[src/rtl/pwrseq_pkg.sv]
`timescale 1ns/1ps
package pwrseq_pkg;
  localparam int ENTRY_W = 56;
  localparam int DATA_W  = 8;
  localparam int ADDR_W  = 20;

  localparam logic [3:0] CMD_READ  = 4'd0;
  localparam logic [3:0] CMD_WRITE = 4'd1;
  localparam logic [3:0] CMD_POLL  = 4'd2;
  localparam logic [3:0] CMD_DELAY = 4'd3;
  localparam logic [3:0] CMD_END   = 4'd4;

  typedef struct packed {
    logic [15:0]       offset;
    logic [7:0]        cut_m;
    logic [3:0]        fab_m;
    logic [3:0]        intf_m;
    logic [3:0]        base;
    logic [3:0]        cmd;
    logic [DATA_W-1:0] bmask;
    logic [DATA_W-1:0] value;
  } pwr_entry_t;

  typedef enum logic [2:0] {
    ST_IDLE, ST_LOAD, ST_EXEC, ST_BUS_RD, ST_BUS_WR, ST_DELAY
  } seq_state_e;
endpackage

[src/rtl/pwrseq_tick.sv]
`timescale 1ns/1ps
module pwrseq_tick #(
  parameter int CLK_PER_US = 250,
  parameter int US_PER_MS  = 1000
) (
  input  logic clk,
  input  logic rst,
  input  logic clr,
  output logic us_tick,
  output logic ms_tick
);
  localparam int PW = (CLK_PER_US > 1) ? $clog2(CLK_PER_US) : 1;
  localparam int MW = (US_PER_MS > 1) ? $clog2(US_PER_MS) : 1;

  logic [PW-1:0] pre;
  logic [MW-1:0] ucnt;

  assign us_tick = !clr && (pre == PW'(CLK_PER_US - 1));
  assign ms_tick = us_tick && (ucnt == MW'(US_PER_MS - 1));

  always_ff @(posedge clk) begin
    if (rst || clr) begin
      pre  <= '0;
      ucnt <= '0;
    end else begin
      pre <= us_tick ? '0 : pre + PW'(1);
      if (ms_tick)      ucnt <= '0;
      else if (us_tick) ucnt <= ucnt + MW'(1);
    end
  end

  // After a clear the next microsecond is a full prescaler period away
  assert_clr_restarts_R8: assert property (@(posedge clk) disable iff (rst)
    clr && (CLK_PER_US > 1) |=> !us_tick);
endmodule

[src/rtl/pwrseq_match.sv]
`timescale 1ns/1ps
module pwrseq_match (
  input  logic [7:0] cut_m,
  input  logic [3:0] fab_m,
  input  logic [3:0] intf_m,
  input  logic [7:0] cur_cut,
  input  logic [3:0] cur_fab,
  input  logic [3:0] cur_intf,
  output logic       hit
);
  assign hit = (|(cut_m & cur_cut)) && (|(fab_m & cur_fab)) && (|(intf_m & cur_intf));
endmodule

[src/rtl/pwrseq_engine.sv]
`timescale 1ns/1ps
module pwrseq_engine
  import pwrseq_pkg::*;
#(
  parameter int IDX_W       = 6,
  parameter int CLK_PER_US  = 250,
  parameter int US_PER_MS   = 1000,
  parameter int POLL_TMO_US = 1000
) (
  input  logic               clk,
  input  logic               rst,
  input  logic               start,
  input  logic [7:0]         cur_cut,
  input  logic [3:0]         cur_fab,
  input  logic [3:0]         cur_intf,
  output logic               tbl_rd_en,
  output logic [IDX_W-1:0]   tbl_idx,
  input  logic [ENTRY_W-1:0] tbl_data,
  output logic               reg_rd,
  output logic               reg_wr,
  output logic [ADDR_W-1:0]  reg_addr,
  output logic [DATA_W-1:0]  reg_wdata,
  input  logic [DATA_W-1:0]  reg_rdata,
  input  logic               reg_ready,
  output logic               busy,
  output logic               done,
  output logic               tmo_err
);
  localparam int PCW = $clog2(POLL_TMO_US + 1);

  seq_state_e        state;
  pwr_entry_t        ent_in;
  logic [3:0]        e_cmd;
  logic [DATA_W-1:0] e_mask, e_val;
  logic [15:0]       dcnt;
  logic [PCW-1:0]    pcnt;
  logic              hit, clr, us_tick, ms_tick, unit_tick, e_ms;
  logic              poll_ok, pcnt_done, go_next;

  assign ent_in = pwr_entry_t'(tbl_data);
  assign clr    = (state == ST_EXEC);

  pwrseq_match u_match (
    .cut_m(ent_in.cut_m), .fab_m(ent_in.fab_m), .intf_m(ent_in.intf_m),
    .cur_cut(cur_cut), .cur_fab(cur_fab), .cur_intf(cur_intf), .hit(hit)
  );

  pwrseq_tick #(.CLK_PER_US(CLK_PER_US), .US_PER_MS(US_PER_MS)) u_tick (
    .clk(clk), .rst(rst), .clr(clr), .us_tick(us_tick), .ms_tick(ms_tick)
  );

  assign unit_tick = e_ms ? ms_tick : us_tick;
  assign poll_ok   = ((reg_rdata ^ e_val) & e_mask) == '0;
  assign pcnt_done = (pcnt == PCW'(POLL_TMO_US));

  always_comb begin
    go_next = 1'b0;
    case (state)
      ST_EXEC:   go_next = (ent_in.cmd != CMD_END) && (!hit || ent_in.cmd > CMD_DELAY);
      ST_BUS_RD: go_next = reg_ready && ((e_cmd == CMD_READ) || (e_cmd == CMD_POLL && poll_ok));
      ST_BUS_WR: go_next = reg_ready;
      ST_DELAY:  go_next = (dcnt == '0);
      default:   go_next = 1'b0;
    endcase
  end

  // Poll window counter in microsecond ticks, saturating at the limit
  always_ff @(posedge clk) begin
    if (rst || clr)                 pcnt <= '0;
    else if (us_tick && !pcnt_done) pcnt <= pcnt + PCW'(1);
  end

  always_ff @(posedge clk) begin
    if (rst) begin
      state     <= ST_IDLE;
      tbl_rd_en <= 1'b0;
      tbl_idx   <= '0;
      reg_rd    <= 1'b0;
      reg_wr    <= 1'b0;
      reg_addr  <= '0;
      reg_wdata <= '0;
      busy      <= 1'b0;
      done      <= 1'b0;
      tmo_err   <= 1'b0;
      e_cmd     <= '0;
      e_mask    <= '0;
      e_val     <= '0;
      e_ms      <= 1'b0;
      dcnt      <= '0;
    end else begin
      case (state)
        ST_IDLE: if (start) begin
          busy      <= 1'b1;
          done      <= 1'b0;
          tmo_err   <= 1'b0;
          tbl_idx   <= '0;
          tbl_rd_en <= 1'b1;
          state     <= ST_LOAD;
        end
        ST_LOAD: begin
          tbl_rd_en <= 1'b0;
          state     <= ST_EXEC;
        end
        ST_EXEC: begin
          e_cmd  <= ent_in.cmd;
          e_mask <= ent_in.bmask;
          e_val  <= ent_in.value;
          e_ms   <= ent_in.value[0];
          if (ent_in.cmd == CMD_END) begin
            busy  <= 1'b0;
            done  <= 1'b1;
            state <= ST_IDLE;
          end else if (ent_in.cmd == CMD_DELAY) begin
            dcnt  <= ent_in.offset;
            state <= ST_DELAY;
          end else begin
            reg_rd   <= 1'b1;
            reg_addr <= {ent_in.base, ent_in.offset};
            state    <= ST_BUS_RD;
          end
        end
        ST_BUS_RD: if (reg_ready) begin
          if (e_cmd == CMD_WRITE) begin
            reg_rd    <= 1'b0;
            reg_wr    <= 1'b1;
            reg_wdata <= (reg_rdata & ~e_mask) | (e_val & e_mask);
            state     <= ST_BUS_WR;
          end else if (e_cmd == CMD_POLL && !poll_ok) begin
            if (pcnt_done) begin
              reg_rd  <= 1'b0;
              busy    <= 1'b0;
              done    <= 1'b1;
              tmo_err <= 1'b1;
              state   <= ST_IDLE;
            end
          end else begin
            reg_rd <= 1'b0;
          end
        end
        ST_BUS_WR: if (reg_ready) reg_wr <= 1'b0;
        ST_DELAY:  if (dcnt != '0 && unit_tick) dcnt <= dcnt - 16'd1;
        default:   state <= ST_IDLE;
      endcase
      if (go_next) begin
        reg_rd    <= 1'b0;
        tbl_idx   <= tbl_idx + IDX_W'(1);
        tbl_rd_en <= 1'b1;
        state     <= ST_LOAD;
      end
    end
  end

  assert_rd_wr_excl_R12: assert property (@(posedge clk) disable iff (rst)
    !(reg_rd && reg_wr));
  assert_rd_hold_R12: assert property (@(posedge clk) disable iff (rst)
    reg_rd && !reg_ready |=> reg_rd && $stable(reg_addr));
  assert_wr_hold_R12: assert property (@(posedge clk) disable iff (rst)
    reg_wr && !reg_ready |=> reg_wr && $stable(reg_wdata));
  assert_busy_done_excl_R10: assert property (@(posedge clk) disable iff (rst)
    !(busy && done));
  assert_err_with_done_R7: assert property (@(posedge clk) disable iff (rst)
    tmo_err |-> done);
  assert_no_bus_idle_R11: assert property (@(posedge clk) disable iff (rst)
    !busy |-> !reg_rd && !reg_wr);
endmodule

[config.mk]
export PLATFORM = sky130hd
export DESIGN_NAME = pwrseq_engine
export DESIGN_NICKNAME = d
export VERILOG_FILES = /design/src/rtl/pwrseq_pkg.sv /design/src/rtl/pwrseq_tick.sv /design/src/rtl/pwrseq_match.sv /design/src/rtl/pwrseq_engine.sv
export SDC_FILE = /design/constraint.sdc
export NUM_CORES = 1
export LEC_CHECK = 0
export ABC_AREA = 1
export CAP_MARGIN = 5
export CELL_PAD_IN_SITES_DETAIL_PLACEMENT = 0
export CELL_PAD_IN_SITES_GLOBAL_PLACEMENT = 1
export CORE_ASPECT_RATIO = 0.75
export CORE_MARGIN = 5
export CORE_UTILIZATION = 38
export DETAILED_ROUTE_END_ITERATION = 6
export PLACE_DENSITY = 0.94
export SYNTH_ARGS = -nofsm -noshare
export SYNTH_HDL_FRONTEND = slang
export SYNTH_SLANG_ARGS = --single-unit
[constraint.sdc]
create_clock -name clk -period 4 [get_ports clk]
set_input_delay 1 -clock clk [delete_from_list [all_inputs] [get_ports clk]]
set_output_delay 1 -clock clk [all_outputs]
set_load 0.01 [all_outputs]
==> flow_summary.yaml <==
status:
  status: "completed"
sta:
  rsz0062_at_grt: "no"
  max_slew_margin: 0.372
  hold_viol_final: 0
  tightest_slew_ns: 0.940
  final.min_clock_period_ns: 2.69
  setup_tns_ns: 0
  layout_setup_ws_ns: 1.31
  setup_viol: 0
  period_share: 0.673
  maxSlewViolCount: 0
  whs_ns: 0.464
  skew_ns: 0.00779
  clock.fmax_mhz: 371
final_layout:
  num-nets-final: 1029
  drive_above_1_share: 0.0446
  fill_cells: 1459
  diodes: 0
  syn_to_final_growth_pct: 30.6
  instances_no_fill: 1142
setup_path:
  arrival_ns: 2.97
  cp_cell_sequence: "clkdlybuf4s50_1, nand2_1, nor3_1, nor2_4, a21oi_4, nand2_4, nor2_2, a21boi_1"
  worstPathMaxFanout: 24
  r2r-end: "dcnt[10]$_SDFFE_PP0P_"
  path_delay_family: "simple AND/OR/NAND/NOR gates"
  rr_startpoint: "state[0]$_SDFFE_PP0P_"
  startpoint_type: "primary input"
  cp_slowest_stage_delay_ns: 0.53
  rrSetupSlack_ns: 1.43
  path_buf_inv: 1
  reg2reg_depth: 10
  crit_slowest_cell: "clkdlybuf4s50_1"
  path_class: "primary input to flop"
  startpoint: "tbl_data[18]"
  cp-end-kind: "flop"
  crit_required_ns: 4.28
cts:
  post_cts_buffers: 0
  cts.sinks: 107
  cts-resized-gates: 0
  cts-hold-fix-buffers: 0
  path_clk_slew_ns: 0.07
  cts-root-buf: "clkbuf_16"
  cts.path.max_buffers: 2
  cts_tree: "built"
  cts-buffers-inserted: 9
  insertion_delay_ns: 0.35
  htree_levels: 3
power:
  seqPwrFrac: 0.396
  p_int_mw: 2.20
  p_switching_mw: 1.20
  power.share.clock: 0.271
  swShare: 0.353
  p_leak_nw: 2.95
  powerDensity_mw_per_mm2: 471
  pwr-share-comb: 0.334
  peakVddDrop_mv: 0.243
synth:
  ys_warn_count: 0
  yosys_register_bits: 107
  synth-seq-area-share: 0.388
  synth_enable_flop_cells: 0
  yosysMostFrequentCell: "nand2_1"
  synth_top_cell_area_share: 0.388
  netlist_top_cells_area: "dfxtp_1 (39%), nand2_1 (14%), inv_1 (6.7%)"
  synthTopCellsByCount: "nand2_1 (207), dfxtp_1 (107), inv_1 (98), nor2_1 (88), a21oi_1 (73)"
  synthArstFlopShare: 0
  synth_area_leader_cell: "dfxtp_1"
  synthesis.area_mm2: 0.00552
  ys.flop_type: "dfxtp_1"
  ys_types: 39
  avgSynthCellArea_um2: 6.68
  syn_inst: 826
  syn_nets: 918
global_route:
  grt_max_degree: 48
  grt_util_all_layers: 0.174
  overflow: 0
  grt_pass1_vias: 5023
  grt_pass1_wl_um: 24500
  antenna_found_initial: 0
placed_design:
  numPlacedInstances: 1126
  post-place-ws_ns: 0.941
  place.gp.congestion: 0.875
  io_buffers: 123
  post-dp-hpwl_um: 11000
drt:
  avgViaCountPerCell: 4.84
  drc: 0
  routed_wl_um: 14900
  via_count: 5527
  wl_per_cell_um: 13.0
  final_antenna_net_count: 0
  firstDrtPassIters: 5
  drt_iter0_markers: 377
die:
  row_count: 38
  die_area_mm2: 0.0171
  pin_count: 124
  core-area_mm2: 0.0144
  start_util: 0.384
  die_x_um: 149
  fp.dieH_um: 114
worst_hold_path:
  hold_path_end: "reg_addr[3]$_SDFFE_PP0P_"
  hp-class: "flop to flop"
  min_path_cells: 2
  min_from: "reg_addr[3]$_SDFFE_PP0P_"
flow_run:
  maxCapViolCount: 0
-- how the worst max path moves through the flow --
| stage | end | slack [ns] | cells past startpoint |
|---|---|---|---|
| global placement | state[0]$_SDFFE_PP0P_ | 0.99 | 10 |
| detailed placement | reg_rd$_SDFFE_PP0P_ | 0.94 | 8 |
| CTS | reg_rd$_SDFFE_PP0P_ | 1.31 | 8 |
| global route | dcnt[2]$_SDFFE_PP0P_ | 1.09 | 11 |
| finish | reg_rd$_SDFFE_PP0P_ | 1.31 | 8 |
| floorplan | tbl_rd_en$_SDFFE_PP0P_ | 1.86 | 7 |
-- placed cells by master (no fill, tap or decap), types with 12 or more instances in the layout --
cell type        instances
nand2_1                207
inv_1                   98
nor2_1                  88
a21oi_1                 73
dfxtp_1                107
xor2_1                  12
nor3_1                  16
a211oi_1                17
nand3_1                 70
o21ai_0                 45
nand4_1                 16
clkdlybuf4s50_1        122
-- flip-flops by register name, summed over array words and instances, names as in the netlist --
name         cells
reg_addr        20
e_cmd            4
pcnt            10
u_tick.ucnt     10
u_tick.pre       8
busy             1
state            3
e_val            8
reg_wdata        8
tmo_err          1
e_mask           8
reg_wr           1
reg_rd           1
tbl_rd_en        1
done             1
tbl_idx          6
dcnt            16
-- per-stage QoR --
| step | power [mW] | util | cell area, um^2 |
|---|---|---|---|
| finish | 3.39 | 0.502 | 7210 |
| detailed placement | 2.49 | 0.480 | 6900 |
| CTS | 3.40 | 0.502 | 7210 |
| global route | 3.62 | 0.502 | 7210 |
| global placement | 2.47 | 0.480 | 6900 |
| floorplan | 2.10 | - | 5520 |
-- worst min-delay path, cell delays in order, from the launching register on --
cell and delay (ns):
dfxtp_1 0.31, nand2_1 0.06, a21oi_1 0.05
-- logic make-up after synthesis --
group / synth area share
XOR/XNOR: 0.0222
AO/OA/AOI/OAI: 0.142
flip-flops: 0.388
adder cells (fa/ha/maj): 0.0181
AND/OR/NAND/NOR: 0.333
multiplexers: 0.00181
buffers and inverters: 0.0943
-- area by class of cell --
cell class / count / area [um^2] / share of cell area
clock inverter: 3 / 46.3 / 0.00642
clock buffer: 13 / 260 / 0.0361
timing repair buffer: 128 / 1260 / 0.175
tap: 200 / 250 / 0.0347
multi-input combinational: 588 / 2860 / 0.396
inverter: 103 / 387 / 0.0537
sequential: 107 / 2140 / 0.297
-- layer usage --
layer,track usage,vias up,part of all wire
met5,0,-,0
met4,0.0378,0,0.011
met3,0.0514,16,0.080
met2,0.248,197,0.40
met1,0.260,2417,0.51
li1,-,2897,-
-- power groups by stage --
| stage | combinational, mW | clock [mW] | sequential [mW] |
|---|---|---|---|
| after global placement | 1.11 | 0 | 1.36 |
| after CTS | 1.13 | 0.933 | 1.34 |
| after detailed placement | 1.12 | 0 | 1.36 |
| final | 1.13 | 0.918 | 1.34 |
| after floorplan | 0.744 | 0 | 1.35 |
| after global routing | 1.28 | 0.972 | 1.37 |
No activity file was read; power rests on OpenSTA's default activity.
